File: config.mk
export PLATFORM = sky130hd
export DESIGN_NAME = gear_clock_ctrl
export DESIGN_NICKNAME = d
export VERILOG_FILES = /design/src/rtl/gear_pkg.sv /design/src/rtl/gear_div.sv /design/src/rtl/ratio_shadow.sv /design/src/rtl/gear_clock_ctrl.sv
export SDC_FILE = /design/constraint.sdc
export NUM_CORES = 1
export LEC_CHECK = 0
export ABC_AREA = 1
export CELL_PAD_IN_SITES_DETAIL_PLACEMENT = 0
export CELL_PAD_IN_SITES_GLOBAL_PLACEMENT = 1
export CORE_MARGIN = 4
export CORE_UTILIZATION = 37
export DETAILED_ROUTE_END_ITERATION = 10
export PLACE_DENSITY_LB_ADDON = 0.1
export SYNTH_ARGS = -nofsm -noshare
export SYNTH_HDL_FRONTEND = slang
export SYNTH_HIERARCHICAL = 1
export SYNTH_SLANG_ARGS = --single-unit
File: constraint.sdc
create_clock -name clk -period 2.5 [get_ports clk]
set_input_delay 0.25 -clock clk [delete_from_list [all_inputs] [get_ports clk]]
set_output_delay 0.25 -clock clk [all_outputs]
set_load 0.02 [all_outputs]
File: src/rtl/gear_pkg.sv
package gear_pkg;

   // counter width for a divider whose largest log2 ratio is max_code
   function automatic int cnt_width(input int max_code);
      return (max_code > 0) ? max_code : 1;
   endfunction

endpackage

File: src/rtl/gear_div.sv
module gear_div #(
   parameter int CODE_W = 3,
   parameter int CNT_W  = 4
) (
   input  logic              clk,
   input  logic              rst_n,
   input  logic              tick,
   input  logic [CODE_W-1:0] code,
   output logic              wrap
);

   localparam logic [CNT_W-1:0] ONES = {CNT_W{1'b1}};

   if (CNT_W < 1) begin : g_bad_w
      $error("gear_div: CNT_W must be at least 1");
   end

   logic [CNT_W-1:0] cnt;
   logic [CNT_W-1:0] term;

   // terminal count 2^code - 1, saturating at all ones
   assign term = ~(ONES << code);
   assign wrap = tick && (cnt == term);

   always_ff @(posedge clk) begin
      if (!rst_n)
         cnt <= '0;
      else if (tick)
         cnt <= wrap ? '0 : cnt + 1'b1;
   end

   AST_CNT_IN_RANGE: assert property (@(posedge clk) disable iff (!rst_n)
      cnt <= term);

endmodule

File: src/rtl/ratio_shadow.sv
module ratio_shadow #(
   parameter int W   = 3,
   parameter int MAX = 4
) (
   input  logic         clk,
   input  logic         rst_n,
   input  logic         wr_en,
   input  logic [W-1:0] wr_code,
   input  logic         boundary,
   output logic [W-1:0] active,
   output logic         pending
);

   localparam logic [W-1:0] MAX_C = W'(MAX);

   if (MAX >= (1 << W)) begin : g_bad_max
      $error("ratio_shadow: MAX does not fit in W bits");
   end

   logic         code_ok;
   logic [W-1:0] target;

   // every code legal: no range compare needed
   if (MAX == (1 << W) - 1) begin : g_all_legal
      assign code_ok = 1'b1;
   end else begin : g_range_chk
      assign code_ok = (wr_code <= MAX_C);
   end

   always_ff @(posedge clk) begin
      if (!rst_n) begin
         target <= '0;
         active <= '0;
      end else begin
         if (wr_en && code_ok)
            target <= wr_code;
         if (boundary)
            active <= target;
      end
   end

   assign pending = (target != active);

   AST_APPLY_ON_WRAP: assert property (@(posedge clk) disable iff (!rst_n)
      !boundary |=> $stable(active));
   AST_TARGET_LEGAL: assert property (@(posedge clk) disable iff (!rst_n)
      target <= MAX_C);

endmodule

File: src/rtl/gear_clock_ctrl.sv
module gear_clock_ctrl
   import gear_pkg::*;
#(
   parameter int GEAR_W   = 3,
   parameter int MID_W    = 2,
   parameter int GEAR_MAX = 4,
   parameter int MID_MAX  = 2
) (
   input  logic              clk,
   input  logic              rst_n,
   input  logic              wr_en,
   input  logic [GEAR_W-1:0] wr_gear,
   input  logic [MID_W-1:0]  wr_mid,
   output logic              hs_en,
   output logic              ms_en,
   output logic              busy,
   output logic [GEAR_W-1:0] stat_gear,
   output logic [MID_W-1:0]  stat_mid
);

   localparam int HS_CW = cnt_width(GEAR_MAX);
   localparam int MS_CW = cnt_width(MID_MAX);
   localparam logic [GEAR_W-1:0] GEAR_MAX_C = GEAR_W'(GEAR_MAX);
   localparam logic [MID_W-1:0]  MID_MAX_C  = MID_W'(MID_MAX);

   if (GEAR_MAX < 0 || MID_MAX < 0) begin : g_bad_max
      $error("gear_clock_ctrl: maximum codes must not be negative");
   end

   logic pend_gear;
   logic pend_mid;

   ratio_shadow #(.W(GEAR_W), .MAX(GEAR_MAX)) u_gear_shadow (
      .clk      (clk),
      .rst_n    (rst_n),
      .wr_en    (wr_en),
      .wr_code  (wr_gear),
      .boundary (hs_en),
      .active   (stat_gear),
      .pending  (pend_gear)
   );

   ratio_shadow #(.W(MID_W), .MAX(MID_MAX)) u_mid_shadow (
      .clk      (clk),
      .rst_n    (rst_n),
      .wr_en    (wr_en),
      .wr_code  (wr_mid),
      .boundary (ms_en),
      .active   (stat_mid),
      .pending  (pend_mid)
   );

   // high-speed divider runs on every source cycle
   gear_div #(.CODE_W(GEAR_W), .CNT_W(HS_CW)) u_hs_div (
      .clk   (clk),
      .rst_n (rst_n),
      .tick  (1'b1),
      .code  (stat_gear),
      .wrap  (hs_en)
   );

   // middle-speed divider counts high-speed strobes
   gear_div #(.CODE_W(MID_W), .CNT_W(MS_CW)) u_ms_div (
      .clk   (clk),
      .rst_n (rst_n),
      .tick  (hs_en),
      .code  (stat_mid),
      .wrap  (ms_en)
   );

   assign busy = pend_gear | pend_mid;

   AST_MS_INSIDE_HS: assert property (@(posedge clk) disable iff (!rst_n)
      ms_en |-> hs_en);
   AST_STATUS_HOLD: assert property (@(posedge clk) disable iff (!rst_n)
      !busy |=> $stable({stat_gear, stat_mid}));
   AST_BAD_CODES_IDLE: assert property (@(posedge clk) disable iff (!rst_n)
      (!busy && wr_en && wr_gear > GEAR_MAX_C && wr_mid > MID_MAX_C) |=> !busy);
   AST_STATUS_LEGAL: assert property (@(posedge clk) disable iff (!rst_n)
      stat_gear <= GEAR_MAX_C && stat_mid <= MID_MAX_C);

endmodule

== Yosys cells after proc, flatten, opt, wreduce, memory -nomap -nowiden ==
Cells that the tools add are included.

* $add $sub $neg: 2
* $mul: 0
* Div/mod/pow operators: 0
* $lt $le $gt $ge: 2
* Eq/ne operators: 4
* Shift-type cells: 2
* Muxes and demuxes: 1
* Bitwise operators: 4
* Reduce and logical (&&, ||, !) cells: 4

{| class="wikitable"
|+ Operator list
! operator !! number
|-
| $add A4 B1 Y4 const B || 1
|-
| $eq A4 B4 Y1 || 1
|-
| $not A4 Y4 || 1
|-
| $shl A4 B3 Y4 const A || 1
|-
| $le A3 B3 Y1 const B || 1
|-
| $logic_and A1 B1 Y1 || 3
|-
| $ne A3 B3 Y1 || 1
|-
| $add A2 B1 Y2 const B || 1
|-
| $eq A2 B2 Y1 || 1
|-
| $le A2 B2 Y1 const B || 1
|-
| $mux W2 || 1
|-
| $ne A2 B2 Y1 || 1
|-
| $not A2 Y2 || 1
|-
| $reduce_or A2 Y1 || 1
|-
| $shl A2 B2 Y2 const A || 1
|-
| $not A1 Y1 || 1
|-
| $or A1 B1 Y1 || 1
|}

* Bits in registers: 16
* Bits in latches: 0
* RAM bits: 0
* Bits in read-only memories: 0
* Input port bits: 8
* Word-level logic and storage cells: 25
* Memories kept: 0

== Logic depth before layout (Yosys ltp) ==
Gate-level depths: netlist of run 1.

* Word-level depth: 5
* Depth in mapped cells: 13
* Gate-level depth less buffers: 13

== By module ==
Netlist of run 1, hierarchy kept.

{| class="wikitable"
|+ By module, submodules not included
! module !! instances !! cells an instance !! area each (um^2) !! sequential area each (um^2)
|-
| gear_div (u_hs_div) || 1 || 46 || 289.0 || 80.1
|-
| ratio_shadow (u_gear_shadow) || 1 || 33 || 256.5 || 120.1
|-
| ratio_shadow (u_mid_shadow) || 1 || 28 || 180.2 || 80.1
|-
| gear_div (u_ms_div) || 1 || 23 || 141.4 || 40.0
|-
| gear_clock_ctrl || 1 || 4 || 15.0 || 0.0
|}

== Worst setup path after synthesis of run 1 ==
Ideal clock, no wire load.

* Kind: reg-to-reg
* From: register u_gear_shadow.active[2]
* To: register u_mid_shadow.active[1]
* Arrival: 2.031 ns
* Setup slack: 0.353 ns
* Cell stages (with the launch flop): 14
* Clock period less this slack: 2.147 ns
* Path through: dfxtp_1 -> nor2_1 -> nand2_1 -> nand2_1 -> nor2_1 -> nand3_2 -> inv_1 -> inv_1 -> a21oi_2 -> nand2_1 -> nor2_2 -> inv_1 -> nor2_1 -> nor2_1

* Cells in the longest elaborated chain, start to end: 4

{| class="wikitable"
|+ RTL lines
! item !! RTL line !! source
|-
| start: declaration || ratio_shadow.sv:10 || <nowiki>output logic [W-1:0] active,</nowiki>
|-
| start signal: assignment || ratio_shadow.sv:38 || <nowiki>active <= target;</nowiki>
|-
| $shl A4 B3 Y4 || gear_div.sv:22 || <nowiki>assign term = ~(ONES << code);</nowiki>
|-
| $not A4 Y4 || gear_div.sv:22 ||
|-
| $eq A4 B4 Y1 || gear_div.sv:23 || <nowiki>assign wrap = tick && (cnt == term);</nowiki>
|-
| via hs_en || gear_clock_ctrl.sv:14 || <nowiki>output logic hs_en,</nowiki>
|-
| $logic_and A1 B1 Y1 || gear_div.sv:23 ||
|-
| via ms_en || gear_clock_ctrl.sv:15 || <nowiki>output logic ms_en,</nowiki>
|-
| end signal: assignment || ratio_shadow.sv:38 ||
|-
| end: declaration || ratio_shadow.sv:10 ||
|}

The timed path passes the listed nets, and every way through them passes these cells.
A chain may end at the register's enable or synchronous reset.

== Final worst setup path of run 1 ==
* From: register u_gear_shadow.active[1]
* To: output hs_en

* Cells in the longest elaborated chain, start to end: 3

{| class="wikitable"
|+ RTL lines
! item !! RTL line
|-
| $shl A4 B3 Y4 || gear_div.sv:22
|-
| $not A4 Y4 || gear_div.sv:22
|-
| $eq A4 B4 Y1 || gear_div.sv:23
|-
| end: declaration || gear_clock_ctrl.sv:14
|}

No other way between the ends.

==> summary.txt, run 1 <==
Clocking
  – Total CTS buffers: 3
  – Reg clk slew, reported paths: 0.09 ns
  – H-tree depth: 1
  – CTS tree: yes
  – CTS max path bufs: 2
  – Cts repair resizes: 1
  – CTS root buf: clkbuf_4
  – Setup Fix Bufs, Post-CTS: 0
  – Clock Latency Late Sink: 0.29 ns
  – CTS sink cnt: 16
  – Hold_buf cts: 0

Detailed routing
  – M1 wire length: 859 um
  – Routed WL: 1760 um
  – Drc violations: 0
  – Vias per std cell: 4.52
  – Antenna viol nets, final: 0
  – Via count: 846
  – DR WL/cell: 9.43 um
  – Initial DRC count: 12
  – Routed wl met2: 767 um
  – Met3 routed WL: 88 um
  – TritonRoute pass-1 iters: 4
  – Top sig layer: met4

STA
  – Slew Limit Fails: 0
  – Relative slew slack: 0.640
  – Worst Slack Setup Final: 0.211 ns
  – Final Hold Vio Count: 0
  – Hold Slack: 0.485 ns
  – RSZ-0062 raised after global routing: no
  – Clock skew: 0.00272 ns
  – Endpoints failing setup: 0
  – Fin crit period: 2.29 ns
  – Period utilization: 0.915
  – Worst-Margin Slew: 0.539 ns
  – Setup TNS: 0 ns
  – Fmax: 0.437 GHz

Place
  – Placer Congestion: 0.717
  – HPWL after detailed placement: 1350 um
  – Placed Area: 0.00110 mm2
  – DP Worst Slack: 0.165 ns
  – PortBufs: 15

Final layout
  – Layout cells sized above 1: 0.101
  – Post-Layout Inst Area: 0.00112 mm2
  – N_diodes: 0
  – Nets: 170
  – Most frequent cells in the layout: nand2_1 (34), inv_1 (25), dfxtp_1 (15)
  – Area Overhead vs Synth: 26.5%
  – Most common cell after layout, fill and taps aside: nand2_1

Setup path
  – Worst setup EP type: output pin
  – Critical setup path kind: flip-flop to output pin
  – Worst-path maximum fanout: 9
  – Worst Path Arrival: 2.04 ns
  – Startpoint Class: flip-flop
  – WP data required: 2.25 ns

Floorplanning
  – # rows: 17
  – Die area: 0.00323 mm2
  – Starting Density: 0.395
  – Die Height: 56.8 um
  – Num ports: 16
  – Die width: 56.8 um
  – Core footprint: 0.00223 mm2

Synthesis
  – Leading area contributor after synthesis: dfxtp_1
  – Synth Flop Type: dfxtp_1
  – Async SR Flop Fraction: 0
  – Mapped cell area: 882 um2
  – Post-synth EDFFs: 0
  – Top post-synthesis cells by area: dfxtp_1 (36%), nand2_1 (14%), inv_1 (11%), a21oi_1 (5.1%), nor2_1 (5.1%)
  – Post-synth cell types: 21
  – Synth Warn #: 6
  – Seq/Total Area, Yosys: 0.363
  – Share of the synthesized area in the top cell type: 0.363
  – Seq cells post-synth: 16
  – Syn Inst Count: 134
  – Syn Area/Cell: 6.58 um2

Global routing
  – All-Layer GR Usage: 0.118
  – Grt ovf: 0
  – Global-route wire length before repair: 2990 um
  – Initial antenna violation count: 0
  – Pin count of the biggest net entering global routing: 17
  – Vias in the first global route: 699

Power and ir drop
  – Overall power: 1.03 mW
  – Power Density: 926 mW/mm2
  – Worst IR drop on VDD: 0.000480 V
  – Static Leakage: 0.543 nW

Worst hold path
  – HP Class: flip-flop to flip-flop

Outcome
  – Status: completed

Job
  – Max-capacitance violation count: 0
## state kept, by name (all words and copies together), names as in the netlist
name	cells
u_gear_shadow/active	3
u_ms_div/cnt	2
u_mid_shadow/active	2
u_hs_div/cnt	4
u_gear_shadow/target	3
u_mid_shadow/target	2
## worst max-delay path, cell delays in order (launching register included)
cell	delay, ns
dfxtp_1	0.43
nor2_1	0.11
nand2_1	0.06
nand2_1	0.05
nor2_1	0.11
nand3_2	0.13
inv_1	0.10
buf_4	0.15
clkdlybuf4s50_1	0.61
## through the flow
| stage | util | cells |
|---|---|---|
| floorplan | - | 140 |
| global placement | 0.491 | 184 |
| detailed placement | 0.491 | 184 |
| CTS | 0.501 | 187 |
| global route | 0.500 | 187 |
| finish | 0.500 | 187 |
## synth_stat cells (2+ instances only)
master,n
o21ai_0,8
nor2_1,12
inv_1,25
nand4_1,2
nand3_1,8
nand2_1,34
xor2_1,2
a21oi_1,9
dfxtp_1,16
nor2_2,4
xnor2_1,4
## logic make-up (layout without fill, tap and decap cells)
kind of cell / after synthesis / in the layout / share of synthesized area
flip-flops: 16 / 16 / 0.363
buffers and inverters: 26 / 45 / 0.111
AO/OA/AOI/OAI: 19 / 19 / 0.116
XOR/XNOR: 6 / 6 / 0.0596
other: 1 / 7 / 0.00425
adder cells (fa/ha/maj): 1 / 1 / 0.0142
AND/OR/NAND/NOR: 65 / 65 / 0.332
## final cells by class
class,count,area (um2)
clock buffers,3,22.5
multi-input cells,98,487
repair buffers,16,153
inverters,26,97.6
fillers,253,1120
well taps,28,35.0
flip-flops and latches,16,322
## routing by layer
metal | vias to the layer above | track usage
met3 | 5 | 0.0230
met2 | 22 | 0.180
li1 | 459 | -
met1 | 360 | 0.152
met5 | - | 0
met4 | 0 | 0.0695
## where the power goes
part / switching [mW] / total [mW] / leakage (nW) / internal [mW]
sequential: 0.0674 / 0.375 / 0.132 / 0.307
clock: 0.0806 / 0.137 / 0.0138 / 0.0560
combinational: 0.294 / 0.522 / 0.398 / 0.228
total: 0.442 / 1.03 / 0.543 / 0.591
## path summary, 6_finish.rpt
path         depth (start not counted)  slack [ns]                      end                     from
min                                  2        0.48  u_gear_shadow/active[2]  u_gear_shadow/target[2]
min reg2reg                          2        0.48  u_gear_shadow/active[2]  u_gear_shadow/target[2]
max                                  8        0.21                    hs_en  u_gear_shadow/active[1]
max reg2reg                         13        0.76   u_mid_shadow/active[0]  u_gear_shadow/active[1]
(Power assumes the default switching activity.)
==> inputs of run 2 (changes only) <==
--- a/config.mk
+++ b/config.mk
@@ -11,6 +11,7 @@
 export CORE_MARGIN = 4
 export CORE_UTILIZATION = 37
 export DETAILED_ROUTE_END_ITERATION = 10
+export GPL_TIMING_DRIVEN = 0
 export PLACE_DENSITY_LB_ADDON = 0.1
 export SYNTH_ARGS = -nofsm -noshare
 export SYNTH_HDL_FRONTEND = slang
==> summary.txt, run 2 (synthesis gave the netlist of run 1 again) <==
STA
  – Final Hold Vio Count: 0 (unchanged)
  – Worst-Margin Slew: 0.567 ns (was 0.539 ns)
  – Slew Limit Fails: 0 (unchanged)
  – Period utilization: 0.913 (was 0.915)
  – Hold Slack: 0.479 ns (was 0.485 ns)
  – Fin crit period: 2.28 ns (was 2.29 ns)
  – Worst Slack Setup Final: 0.218 ns (was 0.211 ns)
  – Endpoints failing setup: 0 (unchanged)
  – Clock skew: 0.00228 ns (was 0.00272 ns)
  – RSZ-0062 raised after global routing: no (unchanged)
  – Fmax: 0.438 GHz (was 0.437 GHz)
  – Relative slew slack: 0.621 (was 0.640)
  – Setup TNS: 0 ns (unchanged)

Final layout
  – Most common cell after layout, fill and taps aside: nand2_1 (unchanged)
  – Top flop regs: u_hs_div/cnt (4), u_gear_shadow/active (3), u_gear_shadow/target (3) (unchanged)
  – Final Instance Count excl. Fillers: 189 (was 187)
  – Most frequent cells in the layout: nand2_1 (34), inv_1 (24), clkdlybuf4s50_1 (14), dfxtp_1 (14), nor2_1 (12) (was nand2_1 (34), inv_1 (25), dfxtp_1 (15))
  – Fillers: 232 (was 253)
  – Max reg flops: 4 (unchanged)
  – Footprint of the multi-input gates: 492 um2 (was 487 um2)
  – N_diodes: 0 (unchanged)
  – Largest register by flop count: u_hs_div/cnt (unchanged)
  – Layout cells sized above 1: 0.124 (was 0.101)
  – Area Overhead vs Synth: 30.8% (was 26.5%)
  – Register area: 323 um2 (was 322 um2)
  – Nets: 171 (was 170)

Outcome
  – Status: completed (unchanged)

Floorplanning
  – # rows: 17 (unchanged)
  – Starting Density: 0.395 (unchanged)
  – Die Height: 56.8 um (unchanged)
  – Core footprint: 0.00223 mm2 (unchanged)
  – Die width: 56.8 um (unchanged)
  – Die area: 0.00323 mm2 (unchanged)
  – Num ports: 16 (unchanged)

Setup path
  – Buf/Inv on CP: 3 (unchanged)
  – Worst Path Arrival: 2.03 ns (was 2.04 ns)
  – Startpoint Class: flip-flop (unchanged)
  – R2R Path End: u_mid_shadow/active[1] (was u_mid_shadow/active[0])
  – Worst R2R Setup Slack: 0.76 ns (about the same)
  – Crit-path slowest cell: clkdlybuf4s50_1 (unchanged)
  – Reg2Reg Depth: 12 (was 13)
  – Worst setup EP type: output pin (unchanged)
  – Crit-path max cell delay: 0.60 ns (was 0.61 ns)
  – WP data required: 2.25 ns (about the same)
  – Crit-path leading delay family: buffers and inverters (unchanged)
  – Worst-path maximum fanout: 7 (was 9)
  – RR Startpoint: u_gear_shadow/active[1] (unchanged)
  – Critical setup path kind: flip-flop to output pin (unchanged)
  – CP Cell Sequence: nor2_1 -> nand3b_1 -> nand2_1 -> nand3_2 -> clkinvlp_4 -> buf_4 -> clkdlybuf4s50_1 (was nor2_1 -> nand2_1 -> nand2_1 -> nor2_1 -> nand3_2 -> inv_1 -> buf_4 -> clkdlybuf4s50_1)

Global routing
  – Grt ovf: 0 (unchanged)
  – Initial antenna violation count: 0 (unchanged)
  – All-Layer GR Usage: 0.117 (was 0.118)
  – Vias in the first global route: 774 (was 699)
  – Pin count of the biggest net entering global routing: 17 (unchanged)
  – Global-route wire length before repair: 3020 um (was 2990 um)

Power and ir drop
  – Power Density: 954 mW/mm2 (was 926 mW/mm2)
  – Clk pwr share: 0.151 (was 0.132)
  – Worst IR drop on VDD: 0.000547 V (was 0.000480 V)
  – NetSw: 456 uW (was 442 uW)
  – Combinational Power Share: 0.510 (was 0.505)
  – Static Leakage: 0.547 nW (was 0.543 nW)
  – Net Sw Frac: 0.414 (was 0.428)
  – Reg power frac: 0.339 (was 0.362)
  – Overall power: 1.10 mW (was 1.03 mW)
  – Internal: 645 uW (was 591 uW)

Worst hold path
  – Hold Crit Depth: 2 (unchanged)
  – WHS Endpoint: u_gear_shadow/active[2] (unchanged)
  – Min-delay src: u_gear_shadow/target[2] (unchanged)
  – HP Class: flip-flop to flip-flop (unchanged)

Detailed routing
  – Drc violations: 0 (unchanged)
  – Via count: 819 (was 846)
  – Antenna viol nets, final: 0 (unchanged)
  – Routed WL: 1720 um (was 1760 um)
  – Initial DRC count: 11 (was 12)
  – DR WL/cell: 9.10 um (was 9.43 um)
  – TritonRoute pass-1 iters: 4 (unchanged)
  – Vias per std cell: 4.33 (was 4.52)

Clocking
  – H-tree depth: 1 (unchanged)
  – Hold_buf cts: 0 (unchanged)
  – CTS max path bufs: 2 (unchanged)
  – Total CTS buffers: 3 (unchanged)
  – CTS sink cnt: 16 (unchanged)
  – Reg clk slew, reported paths: 0.09 ns (about the same)
  – Clock Latency Late Sink: 0.28 ns (was 0.29 ns)
  – CTS tree: yes (unchanged)
  – CTS root buf: clkbuf_4 (unchanged)

Place
  – Post-Place Cells: 183 (was 184)
  – PortBufs: 15 (unchanged)
  – HPWL after detailed placement: 1340 um (was 1350 um)
  – Placer Congestion: 0.705 (was 0.717)
  – DP Worst Slack: -0.0750 ns (was 0.165 ns)

Job
  – Max-capacitance violation count: 0 (unchanged)
[run 2: layout make-up]
class | count | share of cell area
timing repair buffer | 17 | 0.144
sequential | 16 | 0.280
clock buffer | 4 | 0.0315
multi-input combinational | 98 | 0.426
inverter | 26 | 0.0879
tap | 28 | 0.0304
[run 2: worst max path at each step]
stage	from	end	slack [ns]	cells after the start
CTS	u_gear_shadow/active[2]	ms_en	0.003	11
floorplan	u_gear_shadow/active[2]	u_mid_shadow/active[1]	0.35	13
global route	u_hs_div/cnt[1]	ms_en	0.05	11
detailed placement	u_gear_shadow/active[2]	ms_en	-0.07	11
finish	u_gear_shadow/active[1]	hs_en	0.22	7
global placement	u_gear_shadow/active[2]	ms_en	-0.09	11
[run 2: worst register-to-register path, cell delays in order (launching register included)]
cell	delay [ns]
dfxtp_2	0.36
nor2_1	0.19
nand3b_1	0.10
nand2_1	0.09
nand3_2	0.15
clkinvlp_4	0.13
inv_1	0.05
a21oi_2	0.11
nand2_1	0.10
nor2_4	0.17
inv_1	0.07
nor2_1	0.09
nor2_1	0.05
[run 2: timing repair]
action                                  in CTS  in global routing
resized for setup                            4                  3
pin swaps                                    0                  0
buffers inserted                             0                  2
endpoints found under the setup margin       1                  2
[run 2: power by group through the flow]
stage	Clock [mW]	Combinational [mW]	Sequential, mW
after floorplan	0	0.315	0.403
after global placement	0	0.517	0.379
after detailed placement	0	0.528	0.379
after CTS	0.176	0.535	0.373
after global routing	0.180	0.633	0.389
final	0.166	0.562	0.373
[run 2: through the flow]
step           instance area [um2]   util
2_1_floorplan                  905      -
3_3_place_gp                  1090  0.488
3_5_place_dp                  1090  0.488
4_1_cts                       1130  0.506
5_1_grt                       1150  0.517
6_report                      1150  0.517
[run 2: layer usage]
metal	wire length, um	vias up	track usage
met3	60	2	0.0230
met1	836	346	0.139
li1	-	462	-
met4	14	0	0.0596
met2	807	9	0.196
met5	0	-	0
==> inputs of run 3 (changes only) <==
--- a/config.mk
+++ b/config.mk
@@ -8,7 +8,6 @@
 export ABC_AREA = 1
 export CELL_PAD_IN_SITES_DETAIL_PLACEMENT = 0
 export CELL_PAD_IN_SITES_GLOBAL_PLACEMENT = 1
-export CORE_MARGIN = 4
 export CORE_UTILIZATION = 37
 export DETAILED_ROUTE_END_ITERATION = 10
 export GPL_TIMING_DRIVEN = 0
==> summary.txt, run 3 (synthesis gave the netlist of run 1 again) <==
Clocking
  – CTS root buf: clkbuf_4 (unchanged)
  – Total CTS buffers: 3 (unchanged)
  – CTS tree: yes (unchanged)
  – Clock Latency Late Sink: 0.28 ns (about the same)
  – Reg clk slew, reported paths: 0.09 ns (about the same)
  – CTS max path bufs: 2 (unchanged)
  – CTS sink cnt: 16 (unchanged)
  – H-tree depth: 1 (unchanged)

Final layout
  – Area Overhead vs Synth: 30.9% (was 30.8%)
  – Fillers: 249 (was 232)
  – Top flop regs: u_hs_div/cnt (4), u_gear_shadow/active (3), u_gear_shadow/target (3) (unchanged)
  – Nets: 171 (unchanged)
  – Post-Layout Inst Area: 0.00115 mm2 (about the same)
  – N_diodes: 0 (unchanged)
  – Most frequent cells in the layout: nand2_1 (34), inv_1 (24), dfxtp_1 (15) (was nand2_1 (34), inv_1 (24), clkdlybuf4s50_1 (14), dfxtp_1 (14), nor2_1 (12))
  – Largest register by flop count: u_hs_div/cnt (unchanged)
  – Max reg flops: 4 (unchanged)
  – Most common cell after layout, fill and taps aside: nand2_1 (unchanged)
  – Layout cells sized above 1: 0.124 (unchanged)

STA
  – Period utilization: 0.933 (was 0.913)
  – Endpoints failing setup: 0 (unchanged)
  – Slew Limit Fails: 0 (unchanged)
  – Setup TNS: 0 ns (unchanged)
  – Fin crit period: 2.33 ns (was 2.28 ns)
  – Fmax: 0.429 GHz (was 0.438 GHz)
  – Final Hold Vio Count: 0 (unchanged)
  – Worst-Margin Slew: 0.535 ns (was 0.567 ns)
  – Relative slew slack: 0.642 (was 0.621)
  – Clock skew: 0.00445 ns (was 0.00228 ns)

Setup path
  – Worst setup EP type: output pin (unchanged)
  – Worst Path Arrival: 2.08 ns (was 2.03 ns)
  – WP data required: 2.25 ns (about the same)
  – Crit-path max cell delay: 0.60 ns (about the same)
  – Critical Path Most Common Cell: nand2_1
  – Critical setup path kind: flip-flop to output pin (unchanged)
  – Startpoint Class: flip-flop (unchanged)
  – Crit-path slowest cell: clkdlybuf4s50_1 (unchanged)
  – Worst-path maximum fanout: 7 (unchanged)
  – Crit-path leading delay family: buffers and inverters (unchanged)
  – Worst R2R Setup Slack: 0.69 ns (was 0.76 ns)
  – CP Cell Sequence: nor2_2 -> nand2_1 -> nand2_1 -> nor2_1 -> nand3_2 -> clkinvlp_4 -> buf_4 -> clkdlybuf4s50_1 (was nor2_1 -> nand3b_1 -> nand2_1 -> nand3_2 -> clkinvlp_4 -> buf_4 -> clkdlybuf4s50_1)
  – R2R Path End: u_mid_shadow/active[1] (unchanged)
  – RR Startpoint: u_gear_shadow/active[1] (unchanged)
  – Buf/Inv on CP: 3 (unchanged)
  – Reg2Reg Depth: 13 (was 12)

Floorplanning
  – Core footprint: 0.00223 mm2 (unchanged)
  – Die width: 50.8 um (was 56.8 um)
  – Die area: 0.00258 mm2 (was 0.00323 mm2)
  – Num ports: 16 (unchanged)
  – Starting Density: 0.395 (unchanged)
  – Die Height: 50.8 um (was 56.8 um)
  – # rows: 17 (unchanged)

Power and ir drop
  – Worst IR drop on VDD: 0.000519 V (was 0.000547 V)
  – Power Density: 955 mW/mm2 (was 954 mW/mm2)
  – Static Leakage: 0.548 nW (was 0.547 nW)

Global routing
  – Grt ovf: 0 (unchanged)
  – Initial antenna violation count: 0 (unchanged)
  – All-Layer GR Usage: 0.158 (was 0.117)
  – Pin count of the biggest net entering global routing: 17 (unchanged)
  – Vias in the first global route: 763 (was 774)
  – Global-route wire length before repair: 3150 um (was 3020 um)

Worst hold path
  – HP Class: flip-flop to flip-flop (unchanged)
  – WHS Endpoint: u_gear_shadow/active[2] (unchanged)
  – Hold Crit Depth: 2 (unchanged)
  – Min-delay src: u_gear_shadow/target[2] (unchanged)

Detailed routing
  – Routed WL: 1720 um (about the same)
  – Antenna viol nets, final: 0 (unchanged)
  – DR WL/cell: 9.08 um (was 9.10 um)
  – Vias per std cell: 4.35 (was 4.33)
  – Initial DRC count: 8 (was 11)
  – Drc violations: 0 (unchanged)
  – TritonRoute pass-1 iters: 4 (unchanged)
  – Via count: 823 (was 819)

Place
  – Placer Congestion: 0.705 (about the same)
  – Placed Area: 0.00109 mm2 (unchanged)
  – HPWL after detailed placement: 1270 um (was 1340 um)
  – PortBufs: 15 (unchanged)

Outcome
  – Status: completed (unchanged)

Job
  – Max-capacitance violation count: 0 (unchanged)
-- run 3: layout make-up --
cell class / instances / area, um2 / area share
timing repair buffer: 17 / 166 / 0.144
multi-input combinational: 98 / 494 / 0.428
tap: 28 / 35.0 / 0.0303
sequential: 16 / 322 / 0.278
clock buffer: 4 / 36.3 / 0.0314
inverter: 26 / 101 / 0.0878
-- run 3: through the flow --
stage	utilization	instances	power (mW)	worst slack [ns]	hold WS, ns
finish	0.517	189	1.10	0.168	0.483
global route	0.517	189	1.20	-0.000662	0.510
CTS	0.506	187	1.08	0.0425	0.497
detailed placement	0.488	183	0.901	-0.0333	0.481
global placement	0.488	183	0.893	-0.0755	0.481
floorplan	-	140	0.718	0.353	0.371
-- run 3: how the worst max path moves through the flow --
stage	cells after the start	start	to	slack (ns)
finish	8	u_gear_shadow/active[1]	hs_en	0.17
floorplan	13	u_gear_shadow/active[2]	u_mid_shadow/active[1]	0.35
global placement	11	u_gear_shadow/active[2]	ms_en	-0.08
detailed placement	11	u_gear_shadow/active[2]	ms_en	-0.03
CTS	11	u_gear_shadow/active[2]	ms_en	0.04
global route	11	u_gear_shadow/active[1]	ms_en	-0.0007
-- run 3: timing repair --
item                       4_1_cts  5_1_grt
setup endpoints to repair        1        1
setup buffers                    0        2
hold buffers                     0        0
gates resized for setup          4        3
-- run 3: layer usage --
metal / vias up / share of wire / track usage / wire, um
met1: 348 / 0.50 / 0.198 / 853
met5: - / 0 / 0 / 0
met3: 2 / 0.034 / 0.0298 / 58
met2: 9 / 0.46 / 0.269 / 789
li1: 464 / - / - / -
met4: 0 / 0.0082 / 0.0556 / 14
-- run 3: where the power goes --
group          internal (mW)  switching (mW)  total, mW
sequential             0.307          0.0674      0.375
clock                 0.0885          0.0787      0.167
combinational          0.249           0.312      0.561
total                  0.645           0.458       1.10
-- run 3: tightest hold or removal path: cells and delay by family, from the launching register on --
family,cells,cell delay [ns]
AOI/OAI and AO/OA,1,0.05
buffers and inverters,1,0.07
DFF,1,0.33
